[config.mk]
export PLATFORM = sky130hd
export DESIGN_NAME = xfe_top
export DESIGN_NICKNAME = d
export VERILOG_FILES = /design/src/rtl/xfe_pkg.sv /design/src/rtl/xfe_fifo.sv /design/src/rtl/xfe_thr_bank.sv /design/src/rtl/xfe_irq_dma.sv /design/src/rtl/xfe_top.sv
export SDC_FILE = /design/constraint.sdc
export NUM_CORES = 1
export LEC_CHECK = 0
export ABC_AREA = 1
export BUFFER_PORTS_ARGS = -buffer_cell sky130_fd_sc_hd__buf_2
export CAP_MARGIN = 25
export CORE_ASPECT_RATIO = 0.75
export CORE_MARGIN = 2
export CORE_UTILIZATION = 39
export DETAILED_ROUTE_END_ITERATION = 12
export GPL_TIMING_DRIVEN = 0
export PLACE_DENSITY = 0.63
export SLEW_MARGIN = 25
export SYNTH_ARGS = -nofsm -noshare
export SYNTH_HDL_FRONTEND = slang
export SYNTH_SLANG_ARGS = --single-unit
[constraint.sdc]
create_clock -name clk -period 4 [get_ports clk]
set_clock_uncertainty 0.1 [all_clocks]
set_input_delay 0.4 -clock clk [delete_from_list [all_inputs] [get_ports clk]]
set_output_delay 0.4 -clock clk [all_outputs]
set_load 0.01 [all_outputs]
[src/rtl/xfe_pkg.sv]
package xfe_pkg;

    // status word bit positions
    localparam int ST_BUSY     = 0;
    localparam int ST_TX_FULL  = 1;
    localparam int ST_TX_EMPTY = 2;
    localparam int ST_RX_EMPTY = 3;
    localparam int ST_RX_FULL  = 4;

    // interrupt vector bit positions
    localparam int IR_TX_LOW  = 0;
    localparam int IR_TX_OVF  = 1;
    localparam int IR_RX_UNF  = 2;
    localparam int IR_RX_OVF  = 3;
    localparam int IR_RX_HIGH = 4;

    // clear word bit positions
    localparam int CL_ALL    = 0;
    localparam int CL_RX_UNF = 1;
    localparam int CL_RX_OVF = 2;
    localparam int CL_TX_OVF = 3;

    // DMA enable bit positions
    localparam int DE_RX = 0;
    localparam int DE_TX = 1;

    localparam int NUM_THR = 4;

    typedef enum logic [1:0] {
        THR_TX_IRQ = 2'd0,
        THR_RX_IRQ = 2'd1,
        THR_TX_DMA = 2'd2,
        THR_RX_DMA = 2'd3
    } thr_sel_e;

    typedef struct packed {
        logic full;
        logic empty;
    } fifo_flags_t;

    // field order gives bit 4 down to bit 0
    typedef struct packed {
        logic rx_high;
        logic rx_ovf;
        logic rx_unf;
        logic tx_ovf;
        logic tx_low;
    } irq_vec_t;

    typedef struct packed {
        logic rx_full;
        logic rx_empty;
        logic tx_empty;
        logic tx_full;
        logic busy;
    } status_t;

    // next value of a sticky flag: a new event wins over a clear
    function automatic logic sticky_next(input logic cur, input logic set, input logic clr);
        return set | (cur & ~clr);
    endfunction

endpackage

[src/rtl/xfe_fifo.sv]
module xfe_fifo
    import xfe_pkg::*;
#(
    parameter int DATA_W = 16,
    parameter int DEPTH  = 8,
    localparam int AW    = (DEPTH > 1) ? $clog2(DEPTH) : 1,
    localparam int LW    = $clog2(DEPTH + 1)
) (
    input  logic              clk,
    input  logic              rst,
    input  logic              push,
    input  logic [DATA_W-1:0] wdata,
    input  logic              pop,
    output logic [DATA_W-1:0] rdata,
    output logic [LW-1:0]     level,
    output fifo_flags_t       flags
);

    localparam logic [LW-1:0] FULL_LVL = LW'(DEPTH);
    localparam logic [AW-1:0] LAST_IDX = AW'(DEPTH - 1);

    logic [DATA_W-1:0] mem [DEPTH];
    logic [AW-1:0]     wptr;
    logic [AW-1:0]     rptr;
    logic [LW-1:0]     count;
    logic              push_ok;
    logic              pop_ok;

    assign push_ok = push && (count != FULL_LVL);
    assign pop_ok  = pop && (count != '0);

    always_ff @(posedge clk) begin
        if (push_ok) begin
            mem[wptr] <= wdata;
        end
    end

    always_ff @(posedge clk) begin
        if (rst) begin
            wptr  <= '0;
            rptr  <= '0;
            count <= '0;
        end else begin
            if (push_ok) begin
                wptr <= (wptr == LAST_IDX) ? '0 : wptr + AW'(1);
            end
            if (pop_ok) begin
                rptr <= (rptr == LAST_IDX) ? '0 : rptr + AW'(1);
            end
            case ({push_ok, pop_ok})
                2'b10:   count <= count + LW'(1);
                2'b01:   count <= count - LW'(1);
                default: count <= count;
            endcase
        end
    end

    assign rdata       = mem[rptr];
    assign level       = count;
    assign flags.full  = (count == FULL_LVL);
    assign flags.empty = (count == '0);

    // the level never exceeds the depth
    a_r2_level_bound: assert property (@(posedge clk) disable iff (rst)
        level <= FULL_LVL);

    // a push while full and without a pop leaves the FIFO full
    a_r4_full_push_dropped: assert property (@(posedge clk) disable iff (rst)
        (flags.full && push && !pop) |=> flags.full);

    // a pop while empty and without a push leaves the FIFO empty
    a_r5_empty_pop_dropped: assert property (@(posedge clk) disable iff (rst)
        (flags.empty && pop && !push) |=> flags.empty);

endmodule

[src/rtl/xfe_thr_bank.sv]
module xfe_thr_bank
    import xfe_pkg::*;
#(
    parameter int DEPTH = 8,
    localparam int LW   = $clog2(DEPTH + 1)
) (
    input  logic                      clk,
    input  logic                      rst,
    input  logic                      we,
    input  thr_sel_e                  sel,
    input  logic [LW-1:0]             wdata,
    output logic [NUM_THR-1:0][LW-1:0] thr
);

    localparam logic [LW-1:0] LIMIT = LW'(DEPTH);

    logic fits;
    assign fits = (wdata < LIMIT);

    for (genvar i = 0; i < NUM_THR; i++) begin : g_thr
        logic [LW-1:0] q;
        logic          hit;

        assign hit = we && (sel == thr_sel_e'(i));

        always_ff @(posedge clk) begin
            if (rst) begin
                q <= '0;
            end else if (hit && fits) begin
                q <= wdata;
            end
        end

        assign thr[i] = q;

        // a stored threshold is always below the depth
        a_r9_thr_in_range: assert property (@(posedge clk) disable iff (rst)
            thr[i] < LIMIT);

        // an out-of-range write leaves the register unchanged
        a_r9_reject_hold: assert property (@(posedge clk) disable iff (rst)
            (hit && !fits) |=> $stable(thr[i]));
    end

endmodule

[src/rtl/xfe_irq_dma.sv]
module xfe_irq_dma
    import xfe_pkg::*;
#(
    parameter int LW = 4
) (
    input  logic          clk,
    input  logic          rst,
    input  logic [LW-1:0] tx_level,
    input  logic [LW-1:0] rx_level,
    input  logic [LW-1:0] tx_irq_thr,
    input  logic [LW-1:0] rx_irq_thr,
    input  logic [LW-1:0] tx_dma_lvl,
    input  logic [LW-1:0] rx_dma_lvl,
    input  logic          tx_push,
    input  logic          rx_push,
    input  logic          rx_pop,
    input  fifo_flags_t   tx_flags,
    input  fifo_flags_t   rx_flags,
    input  logic          mask_we,
    input  logic [4:0]    mask_wdata,
    input  logic          clr_we,
    input  logic [3:0]    clr_wdata,
    input  logic          dmaen_we,
    input  logic [1:0]    dmaen_wdata,
    output irq_vec_t      raw,
    output irq_vec_t      masked,
    output logic [4:0]    mask,
    output logic [1:0]    dma_en,
    output logic          irq,
    output logic          tx_dma_req,
    output logic          rx_dma_req
);

    logic tx_ovf_q, rx_ovf_q, rx_unf_q;
    logic tx_ovf_ev, rx_ovf_ev, rx_unf_ev;
    logic clr_tx_ovf, clr_rx_ovf, clr_rx_unf;
    logic [4:0] mask_q;
    logic [1:0] den_q;

    assign tx_ovf_ev = tx_push && tx_flags.full;
    assign rx_ovf_ev = rx_push && rx_flags.full;
    assign rx_unf_ev = rx_pop && rx_flags.empty;

    assign clr_tx_ovf = clr_we && (clr_wdata[CL_ALL] || clr_wdata[CL_TX_OVF]);
    assign clr_rx_ovf = clr_we && (clr_wdata[CL_ALL] || clr_wdata[CL_RX_OVF]);
    assign clr_rx_unf = clr_we && (clr_wdata[CL_ALL] || clr_wdata[CL_RX_UNF]);

    always_ff @(posedge clk) begin
        if (rst) begin
            tx_ovf_q <= 1'b0;
            rx_ovf_q <= 1'b0;
            rx_unf_q <= 1'b0;
            mask_q   <= '0;
            den_q    <= '0;
        end else begin
            tx_ovf_q <= sticky_next(tx_ovf_q, tx_ovf_ev, clr_tx_ovf);
            rx_ovf_q <= sticky_next(rx_ovf_q, rx_ovf_ev, clr_rx_ovf);
            rx_unf_q <= sticky_next(rx_unf_q, rx_unf_ev, clr_rx_unf);
            if (mask_we) begin
                mask_q <= mask_wdata;
            end
            if (dmaen_we) begin
                den_q <= dmaen_wdata;
            end
        end
    end

    always_comb begin
        raw.tx_low  = (tx_level <= tx_irq_thr);
        raw.tx_ovf  = tx_ovf_q;
        raw.rx_unf  = rx_unf_q;
        raw.rx_ovf  = rx_ovf_q;
        raw.rx_high = (rx_level > rx_irq_thr);
    end

    assign masked     = irq_vec_t'(raw & mask_q);
    assign irq        = |masked;
    assign mask       = mask_q;
    assign dma_en     = den_q;
    assign tx_dma_req = den_q[DE_TX] && (tx_level <= tx_dma_lvl);
    assign rx_dma_req = den_q[DE_RX] && (rx_level > rx_dma_lvl);

    // transmit overflow only rises after a push into a full FIFO
    a_r4_tx_ovf_cause: assert property (@(posedge clk) disable iff (rst)
        $rose(raw.tx_ovf) |-> $past(tx_push && tx_flags.full));

    // an uncleared sticky flag stays set
    a_r6_tx_ovf_sticky: assert property (@(posedge clk) disable iff (rst)
        (raw.tx_ovf && !clr_tx_ovf) |=> raw.tx_ovf);

    a_r6_rx_unf_sticky: assert property (@(posedge clk) disable iff (rst)
        (raw.rx_unf && !clr_rx_unf) |=> raw.rx_unf);

    // an event in the same cycle as its clear keeps the flag set
    a_r6_event_wins: assert property (@(posedge clk) disable iff (rst)
        (rx_push && rx_flags.full && clr_rx_ovf) |=> raw.rx_ovf);

    // the line can only be active while some mask bit is set
    a_r8_irq_needs_mask: assert property (@(posedge clk) disable iff (rst)
        irq |-> (mask != '0));

endmodule

[src/rtl/xfe_top.sv]
module xfe_top
    import xfe_pkg::*;
#(
    parameter int DATA_W = 16,
    parameter int DEPTH  = 8,
    localparam int LW    = $clog2(DEPTH + 1)
) (
    input  logic              clk,
    input  logic              rst,
    input  logic              tx_push,
    input  logic [DATA_W-1:0] tx_wdata,
    input  logic              tx_pop,
    output logic [DATA_W-1:0] tx_rdata,
    input  logic              rx_push,
    input  logic [DATA_W-1:0] rx_wdata,
    input  logic              rx_pop,
    output logic [DATA_W-1:0] rx_rdata,
    input  logic              engine_busy,
    input  logic              thr_we,
    input  logic [1:0]        thr_sel,
    input  logic [LW-1:0]     thr_wdata,
    input  logic              mask_we,
    input  logic [4:0]        mask_wdata,
    input  logic              clr_we,
    input  logic [3:0]        clr_wdata,
    input  logic              dmaen_we,
    input  logic [1:0]        dmaen_wdata,
    output logic [LW-1:0]     tx_irq_thr,
    output logic [LW-1:0]     rx_irq_thr,
    output logic [LW-1:0]     tx_dma_lvl,
    output logic [LW-1:0]     rx_dma_lvl,
    output logic [4:0]        int_mask,
    output logic [1:0]        dma_en,
    output logic [LW-1:0]     tx_level,
    output logic [LW-1:0]     rx_level,
    output logic [4:0]        status,
    output logic [4:0]        raw_int,
    output logic [4:0]        masked_int,
    output logic              irq,
    output logic              tx_dma_req,
    output logic              rx_dma_req
);

    fifo_flags_t                 tx_flags;
    fifo_flags_t                 rx_flags;
    logic [NUM_THR-1:0][LW-1:0]  thr;
    irq_vec_t                    raw_v;
    irq_vec_t                    masked_v;
    status_t                     st;

    xfe_fifo #(.DATA_W(DATA_W), .DEPTH(DEPTH)) u_tx_fifo (
        .clk   (clk),
        .rst   (rst),
        .push  (tx_push),
        .wdata (tx_wdata),
        .pop   (tx_pop),
        .rdata (tx_rdata),
        .level (tx_level),
        .flags (tx_flags)
    );

    xfe_fifo #(.DATA_W(DATA_W), .DEPTH(DEPTH)) u_rx_fifo (
        .clk   (clk),
        .rst   (rst),
        .push  (rx_push),
        .wdata (rx_wdata),
        .pop   (rx_pop),
        .rdata (rx_rdata),
        .level (rx_level),
        .flags (rx_flags)
    );

    xfe_thr_bank #(.DEPTH(DEPTH)) u_thr (
        .clk   (clk),
        .rst   (rst),
        .we    (thr_we),
        .sel   (thr_sel_e'(thr_sel)),
        .wdata (thr_wdata),
        .thr   (thr)
    );

    assign tx_irq_thr = thr[THR_TX_IRQ];
    assign rx_irq_thr = thr[THR_RX_IRQ];
    assign tx_dma_lvl = thr[THR_TX_DMA];
    assign rx_dma_lvl = thr[THR_RX_DMA];

    xfe_irq_dma #(.LW(LW)) u_evt (
        .clk         (clk),
        .rst         (rst),
        .tx_level    (tx_level),
        .rx_level    (rx_level),
        .tx_irq_thr  (tx_irq_thr),
        .rx_irq_thr  (rx_irq_thr),
        .tx_dma_lvl  (tx_dma_lvl),
        .rx_dma_lvl  (rx_dma_lvl),
        .tx_push     (tx_push),
        .rx_push     (rx_push),
        .rx_pop      (rx_pop),
        .tx_flags    (tx_flags),
        .rx_flags    (rx_flags),
        .mask_we     (mask_we),
        .mask_wdata  (mask_wdata),
        .clr_we      (clr_we),
        .clr_wdata   (clr_wdata),
        .dmaen_we    (dmaen_we),
        .dmaen_wdata (dmaen_wdata),
        .raw         (raw_v),
        .masked      (masked_v),
        .mask        (int_mask),
        .dma_en      (dma_en),
        .irq         (irq),
        .tx_dma_req  (tx_dma_req),
        .rx_dma_req  (rx_dma_req)
    );

    always_comb begin
        st.busy     = engine_busy || !tx_flags.empty;
        st.tx_full  = tx_flags.full;
        st.tx_empty = tx_flags.empty;
        st.rx_empty = rx_flags.empty;
        st.rx_full  = rx_flags.full;
    end

    assign status     = st;
    assign raw_int    = raw_v;
    assign masked_int = masked_v;

    // a receive request implies the receive FIFO holds data
    a_r10_rx_req_has_data: assert property (@(posedge clk) disable iff (rst)
        rx_dma_req |-> (rx_level != '0));

    // a transmit request implies the transmit FIFO has room
    a_r10_tx_req_has_room: assert property (@(posedge clk) disable iff (rst)
        tx_dma_req |-> !tx_flags.full);

    // full and empty are never reported together
    a_r3_flags_exclusive: assert property (@(posedge clk) disable iff (rst)
        !(status[ST_TX_FULL] && status[ST_TX_EMPTY]) && !(status[ST_RX_FULL] && status[ST_RX_EMPTY]));

endmodule

==> flow_metrics.py, run 1 <==
metrics = {
    "die": {
        "floorplan.initialDensity": 0.395,
        "core.rowCount": 57,
        "die_h_um": 161,
        "core_area_um2": 32300,
        "design.die.area_um2": 34200,
        "die_w_um": 213,
        "io-pin-count": 141,
    },
    "detailed_routing": {
        "vias": 8896,
        "wl_um": 31900,
        "dr.first_iter.drc_count": 705,
        "drt_pass1_iterations": 4,
        "ant_nets": 0,
        "route.detailed.wl_per_inst_um": 18.1,
        "drcViolationCount": 0,
        "drt-vias-per-instance": 5.05,
    },
    "timing": {
        "max-slew-margin-rel": 0.529,
        "timing_hold_violations_final": 0,
        "layout_min_cycle_time_ps": 2670,
        "maxSlewViolCount": 0,
        "fmax_mhz": 375,
        "rsz_0062_raised_after_global_routing": "false",
        "worst_pin_slew_ps": 707,
        "final_min_period_over_clock_period": 0.666,
        "fin_worst_hold_slack_ps": 30.3,
        "setup_total_negative_slack_ps": 0,
        "final-setup-viol-count": 0,
    },
    "power_and_ir_drop": {
        "power_frac_seq": 0.390,
        "intPower_mw": 6.65,
        "combPwrFrac": 0.313,
        "fraction_of_power_spent_switching_nets": 0.337,
        "clock_power_share": 0.297,
        "switching_power_mw": 3.39,
        "power_leakage_nw": 6.01,
        "report.power.total_mw": 10.0,
        "p_per_area_nw_per_um2": 649,
        "power.ir.vdd_worst_mv": 0.323,
    },
    "critical_path": {
        "r2r.worst_path.cells": 13,
        "worst_ep_required_time_ps": 3500,
        "crit_path_max_incr_delay_ps": 560,
        "critical_path_arrival_ps": 2170,
        "worstReg2RegEnd": "u_tx_fifo.level[2]",
        "crit_path_top_delay_cell": "sky130_fd_sc_hd__clkbuf_1",
        "crit_type": "reg -> out",
        "worstPathCellList": "buf_4, clkbuf_1, o22ai_1, nand2_1, nand2_1, buf_2",
        "critPathLaunchType": "flip-flop",
        "r2r_slack_ps": 1520,
        "critical_path.endpoint_type": "output port",
        "critical_path.max_fanout": 10,
        "worst_path_dominant_cell_family": "buffers and inverters",
        "regToRegStartpoint": "u_tx_fifo.level[2]",
        "path_common_cell": "sky130_fd_sc_hd__nand2_1",
        "buffer_and_inverter_count_on_the_worst_path": 3,
    },
    "synth": {
        "syn-instance-count": 1095,
        "synth.top_cells.by_area": "sky130_fd_sc_hd__edfxtp_1 (60%), sky130_fd_sc_hd__dfxtp_1 (8.1%), sky130_fd_sc_hd__o21ai_0 (5.5%), sky130_fd_sc_hd__nor2_1 (5.1%), sky130_fd_sc_hd__nand2_1 (4.1%)",
        "synthesis.yosys.warnings": 0,
        "ys_seq_area_frac": 0.683,
        "synth_fa_ha_area_frac": 0.0294,
        "yosys.cell_types.count": 32,
        "postSynth.asyncResetShare": 0,
        "synth.area.mux_share": 0.0251,
        "synth_largest_type_area_fraction": 0.602,
        "postSynth.topFlopCell": "sky130_fd_sc_hd__edfxtp_1",
        "synth_area_um2": 12800,
        "post_synth_xor_area_fraction": 0.00274,
        "postSynthRegisterBits": 308,
        "synth_nets": 1185,
        "mapped_avg_cell_area_um2": 11.7,
        "synth_compound_gate_area_share": 0.0985,
        "synth_top_cell_by_area": "sky130_fd_sc_hd__edfxtp_1",
        "synth_top_family_by_area": "simple AND/OR/NAND/NOR gates",
        "synth_edf_count": 256,
        "synth-simple-area-share": 0.113,
    },
    "cts": {
        "cts_resized": 0,
        "clk_transition_reported_paths_ps": 70,
        "cts_hold_buf": 17,
        "worstSkewPairLatency_ps": 560,
        "worst_case_clock_buffer_depth": 3,
        "cts-root-buf": "sky130_fd_sc_hd__clkbuf_16",
        "numClockSinks": 308,
        "cts.repair_timing.setup_buffer_count": 0,
        "htree_num_levels": 1,
        "cts_inserted_buffers": 30,
        "cts_tree": "yes",
    },
    "global_routing": {
        "grt_pass1_wl_um": 49100,
        "maximum_number_of_pins_on_one_net_before_global_route_repair": 17,
        "grt.overflow.total": 0,
        "global_route.usage.met3": 0.0426,
        "number_of_antenna_violations_at_the_first_check_in_global_routing": 1,
        "groute.layer.met1.usage": 0.281,
        "grt_met2_usage": 0.276,
        "globalRoute.busiestLayer": "met1",
        "first_global_vias": 8771,
        "globalRouteTotalUtil": 0.187,
    },
    "layout": {
        "layout-area-overhead-vs-synth_pct": 21.0,
        "finish.net_count": 1385,
        "final_cell_area_um2": 15500,
        "layout_cell_share_with_drive_strength_beyond_1": 0.212,
    },
    "placement": {
        "post-dp-hpwl_um": 21800,
        "place_congestion": 0.845,
        "postPlaceCellArea_um2": 14200,
        "portBuffers": 140,
    },
    "worst_hold_path": {
        "worst_hold_path.num_cells": 1,
        "hold_path.class": "in -> reg",
        "hold_path_startpoint": "tx_wdata[1]",
        "hold_ep": "u_tx_fifo.mem[6][1]",
    },
    "status": {
        "outcome": "complete, no violations",
    },
    "run": {
        "cap_violations": 0,
    },
}
[worst register-to-register path, cell delays in order (launching register included)]
cell	delay [ps]
sky130_fd_sc_hd__dfxtp_1	490
sky130_fd_sc_hd__inv_1	160
sky130_fd_sc_hd__nand3_1	250
sky130_fd_sc_hd__nand2_1	130
sky130_fd_sc_hd__inv_1	180
sky130_fd_sc_hd__ha_1	250
sky130_fd_sc_hd__nand2_1	70
sky130_fd_sc_hd__inv_1	80
sky130_fd_sc_hd__nor2_1	60
sky130_fd_sc_hd__ha_1	170
sky130_fd_sc_hd__a21oi_1	140
sky130_fd_sc_hd__xnor2_1	90
sky130_fd_sc_hd__o21ai_0	160
sky130_fd_sc_hd__inv_1	50
[cell families after synthesis]
family	after synthesis
mux	32
simple gates	358
fa+ha+maj	30
buf+inv	123
compound gates	240
xor+xnor	4
flops	308
[through the flow]
stage	util	cells	setup WS, ps
after floorplan	-	1095	1900
after global placement	0.434	1677	1060
after detailed placement	0.441	1688	1580
after CTS	0.478	1761	1320
after global routing	0.478	1762	1190
final	0.478	1762	1330
[per-layer routing]
metal | wire length, µm | up-vias | share of wire
li1 | - | 4252 | -
met1 | 15000 | 4281 | 0.47
met2 | 13700 | 324 | 0.43
met3 | 2580 | 39 | 0.081
met4 | 542 | 0 | 0.017
met5 | 0 | - | 0
[cells in the mapped netlist (7+ instances only)]
cell	number
sky130_fd_sc_hd__a21oi_1	30
sky130_fd_sc_hd__buf_2	15
sky130_fd_sc_hd__buf_4	7
sky130_fd_sc_hd__buf_6	10
sky130_fd_sc_hd__clkbuf_1	11
sky130_fd_sc_hd__dfxtp_1	52
sky130_fd_sc_hd__edfxtp_1	256
sky130_fd_sc_hd__ha_1	30
sky130_fd_sc_hd__inv_1	68
sky130_fd_sc_hd__mux2i_1	32
sky130_fd_sc_hd__nand2_1	138
sky130_fd_sc_hd__nand3_1	17
sky130_fd_sc_hd__nor2_1	172
sky130_fd_sc_hd__nor2_2	18
sky130_fd_sc_hd__o21ai_0	141
sky130_fd_sc_hd__o21ai_1	32
sky130_fd_sc_hd__o22ai_1	32
[final cells by class]
type / instances / area, µm²
Fill cell: 2894 / 16900
Sequential cell: 308 / 8730
Multi-Input combinational cell: 664 / 3500
Timing Repair Buffer: 168 / 1010
Clock buffer: 37 / 828
Tap cell: 442 / 553
Buffer: 51 / 339
Inverter: 72 / 275
Clock inverter: 19 / 220
Antenna cell: 1 / 2.50
[worst max-delay path by stage]
stage | startpoint | to | slack [ps] | cells past startpoint
detailed placement | u_tx_fifo.level[3] | u_tx_fifo.level[2] | 1580 | 13
global placement | u_rx_fifo.level[2] | u_rx_fifo.mem[1][3] | 1060 | 6
floorplan | u_rx_fifo.level[1] | u_rx_fifo.mem[1][0] | 1900 | 6
CTS | flip-flop | rx_rdata[13] | 1320 | 6
finish | flip-flop | tx_rdata[13] | 1330 | 6
global route | flip-flop | tx_rdata[11] | 1190 | 6
[power groups by stage]
stage | combinational (mW) | sequential, mW | clock [mW]
after floorplan | 1.96 | 3.95 | 0
after global placement | 3.03 | 3.97 | 0
after detailed placement | 3.12 | 3.97 | 0
after CTS | 3.14 | 3.91 | 3.05
after global routing | 3.50 | 3.94 | 3.18
final | 3.14 | 3.91 | 2.98
[placed cells by master (no fill, tap or decap), types with 17 or more instances in the layout]
master                            n
sky130_fd_sc_hd__o21ai_0        141
sky130_fd_sc_hd__edfxtp_1       256
sky130_fd_sc_hd__inv_1           68
sky130_fd_sc_hd__nand2_1        138
sky130_fd_sc_hd__dfxtp_1         52
sky130_fd_sc_hd__nor2_2          29
sky130_fd_sc_hd__ha_1            30
sky130_fd_sc_hd__dlygate4sd3_1   17
sky130_fd_sc_hd__mux2i_1         32
sky130_fd_sc_hd__nor2_1         156
sky130_fd_sc_hd__a21oi_1         30
sky130_fd_sc_hd__clkbuf_16       31
sky130_fd_sc_hd__o22ai_1         32
sky130_fd_sc_hd__nand3_1         17
sky130_fd_sc_hd__o21ai_1         32
sky130_fd_sc_hd__buf_2          155
sky130_fd_sc_hd__buf_6           17
[state kept, by name, summed over array words and instances, names as in the netlist, 3 cells and up, named ones only]
name and cells:
u_rx_fifo.mem 128, u_rx_fifo.level 4, u_thr.g_thr.q 16, u_tx_fifo.level 4, u_rx_fifo.wptr 3, u_tx_fifo.mem 128, u_tx_fifo.rptr 3, u_rx_fifo.rptr 3
u_evt.mask 5, u_tx_fifo.wptr 3
No activity file was read; power rests on OpenSTA's default activity.
==> run 2, diff against run 1 <==
--- a/config.mk
+++ b/config.mk
@@ -13,7 +13,7 @@
 export CORE_UTILIZATION = 39
 export DETAILED_ROUTE_END_ITERATION = 12
 export GPL_TIMING_DRIVEN = 0
-export PLACE_DENSITY = 0.63
+export PLACE_DENSITY = 0.65
 export SLEW_MARGIN = 25
 export SYNTH_ARGS = -nofsm -noshare
 export SYNTH_HDL_FRONTEND = slang
==> constraint.sdc (replaced) <==
create_clock -name clk -period 2.4 [get_ports clk]
set_clock_uncertainty 0.1 [all_clocks]
set_input_delay 0.24 -clock clk [delete_from_list [all_inputs] [get_ports clk]]
set_output_delay 0.24 -clock clk [all_outputs]
set_load 0.01 [all_outputs]
==> flow_metrics.py, run 2 (synthesis gave the netlist of run 1 again) <==
metrics = {
    "status": {
        "outcome": "complete, no violations",
    },
    "detailed_routing": {
        "drt-vias-per-instance": 5.03,
        "ant_nets": 0,
        "drcViolationCount": 0,
        "route.detailed.wl_per_inst_um": 17.6,
        "wl_um": 32000,
        "dr.first_iter.drc_count": 806,
        "vias": 9110,
        "drt_pass1_iterations": 5,
    },
    "die": {
        "die_h_um": 161,
        "core.rowCount": 57,
        "io-pin-count": 141,
        "design.die.area_um2": 34200,
        "core_area_um2": 32300,
        "die_w_um": 213,
        "floorplan.initialDensity": 0.395,
    },
    "cts": {
        "cts_tree": "yes",
        "worstSkewPairLatency_ps": 560,
        "cts-root-buf": "sky130_fd_sc_hd__clkbuf_16",
        "clk_transition_reported_paths_ps": 60,
        "cts_inserted_buffers": 31,
        "numClockSinks": 308,
        "worst_case_clock_buffer_depth": 3,
        "htree_num_levels": 1,
    },
    "timing": {
        "worst_pin_slew_ps": 661,
        "rsz_0062_raised_after_global_routing": "true",
        "maxSlewViolCount": 0,
        "max-slew-margin-rel": 0.558,
        "fmax_mhz": 437,
        "layout_min_cycle_time_ps": 2290,
        "timing_hold_violations_final": 0,
        "final_min_period_over_clock_period": 0.954,
        "finalWorstSetupSlack_ps": 111,
        "final-setup-viol-count": 0,
    },
    "power_and_ir_drop": {
        "p_per_area_nw_per_um2": 1050,
        "power_leakage_nw": 6.26,
        "power.ir.vdd_worst_mv": 0.601,
        "report.power.total_mw": 16.8,
    },
    "placement": {
        "portBuffers": 140,
        "place_congestion": 0.836,
        "dp_slack_ps": -8.96,
        "post-dp-hpwl_um": 21600,
    },
    "critical_path": {
        "worstPathCellList": "inv_1, ha_1, nand2_1, inv_1, o21ai_1, nand2_1, nand2_2, nor2_4, inv_1, nand3_1, buf_2",
        "crit_path_top_delay_cell": "sky130_fd_sc_hd__dfxtp_2",
        "critPathLaunchType": "flip-flop",
        "startpoint": "u_thr.g_thr[1].q[2]",
        "crit_type": "reg -> out",
        "crit_path_max_incr_delay_ps": 330,
        "buffer_and_inverter_count_on_the_worst_path": 4,
        "critical_path.endpoint_type": "output port",
        "critical_path.max_fanout": 2,
        "critical_path_arrival_ps": 1950,
        "worst_path_dominant_cell_family": "simple AND/OR/NAND/NOR gates",
        "regToRegStartpoint": "u_rx_fifo.level[1]",
        "path_common_cell": "sky130_fd_sc_hd__inv_1",
        "worst_ep_required_time_ps": 2060,
    },
    "worst_hold_path": {
        "hold_path.class": "in -> reg",
        "hold_path_startpoint": "thr_we",
    },
    "global_routing": {
        "global_route.usage.met3": 0.0407,
        "groute.layer.met1.usage": 0.281,
        "grt_pass1_wl_um": 49500,
        "globalRouteTotalUtil": 0.188,
        "grt_met2_usage": 0.280,
        "number_of_antenna_violations_at_the_first_check_in_global_routing": 0,
        "first_global_vias": 8882,
        "grt.overflow.total": 0,
        "globalRoute.busiestLayer": "met1",
        "maximum_number_of_pins_on_one_net_before_global_route_repair": 17,
    },
    "layout": {
        "mostFrequentLayoutCells": "sky130_fd_sc_hd__edfxtp_1 (256), sky130_fd_sc_hd__nor2_1 (154), sky130_fd_sc_hd__buf_2 (152)",
        "multi_input_gate_area_um2": 3520,
        "top_regs": "u_rx_fifo.mem: 128 flops, u_tx_fifo.mem: 128 flops, u_thr.g_thr.q: 16 flops",
        "layout_cell_share_with_drive_strength_beyond_1": 0.226,
        "layout.cells.most_common": "sky130_fd_sc_hd__edfxtp_1",
        "register_area_um2": 8750,
        "layout-area-overhead-vs-synth_pct": 25.1,
        "diodes": 0,
        "finish.net_count": 1437,
        "fillCellCount": 2820,
    },
    "run": {
        "cap_violations": 0,
    },
}
-- run 2: layout make-up --
| class | count | area share |
|---|---|---|
| clock buffers | 37 | 0.0499 |
| flip-flops and latches | 308 | 0.547 |
| plain buffers | 51 | 0.0235 |
| inverters | 72 | 0.0172 |
| well taps | 442 | 0.0346 |
| repair buffers | 219 | 0.0950 |
| clock inverters | 19 | 0.0124 |
| multi-input cells | 664 | 0.220 |
-- run 2: per-stage QoR --
stage / area [µm²] / TNS (ps) / utilization / hold slack [ps] / instances
2_1_floorplan: 12800 / 0 / - / 239 / 1095
3_3_place_gp: 14000 / -85280 / 0.434 / 354 / 1677
3_5_place_dp: 14300 / -8.96 / 0.441 / 364 / 1691
4_1_cts: 15900 / 0 / 0.492 / 51.9 / 1810
5_1_grt: 16000 / -95.8 / 0.495 / 126 / 1812
6_report: 16000 / 0 / 0.495 / 98.4 / 1812
-- run 2: final timing paths --
path	to	slack, ps	depth (start not counted)
setup / recovery	irq	110	11
hold / removal	u_thr.g_thr[1].q[2]	100	5
hold reg to reg	u_thr.g_thr[1].q[3]	370	2
setup reg to reg	u_rx_fifo.level[2]	240	13
-- run 2: power breakdown --
group | switching [mW] | total, mW | internal [mW]
logic | 3.39 | 5.41 | 2.02
registers | 0.267 | 6.54 | 6.28
clock network | 2.03 | 4.82 | 2.79
-- run 2: timing repair --
| item | 4_1_cts | 5_1_grt |
|---|---|---|
| endpoints found under the setup margin | 31 | 25 |
| hold buffers | 63 | 0 |
| hold endpoints to repair | 284 | 0 |
| pin swaps | 0 | 2 |
| resized for setup | 17 | 34 |
| buffers inserted | 0 | 2 |
-- run 2: routing by layer --
| metal | share of wire | up-vias |
|---|---|---|
| met5 | 0 | - |
| met4 | 0.019 | 0 |
| met3 | 0.084 | 56 |
| met2 | 0.43 | 363 |
| met1 | 0.47 | 4342 |
| li1 | - | 4349 |
-- run 2: worst min-delay path, cell delays in order --
cell and delay, ps:
sky130_fd_sc_hd__buf_2 100, sky130_fd_sc_hd__inv_1 50, sky130_fd_sc_hd__nor2_1 70, sky130_fd_sc_hd__nand3_1 170, sky130_fd_sc_hd__a21oi_1 90
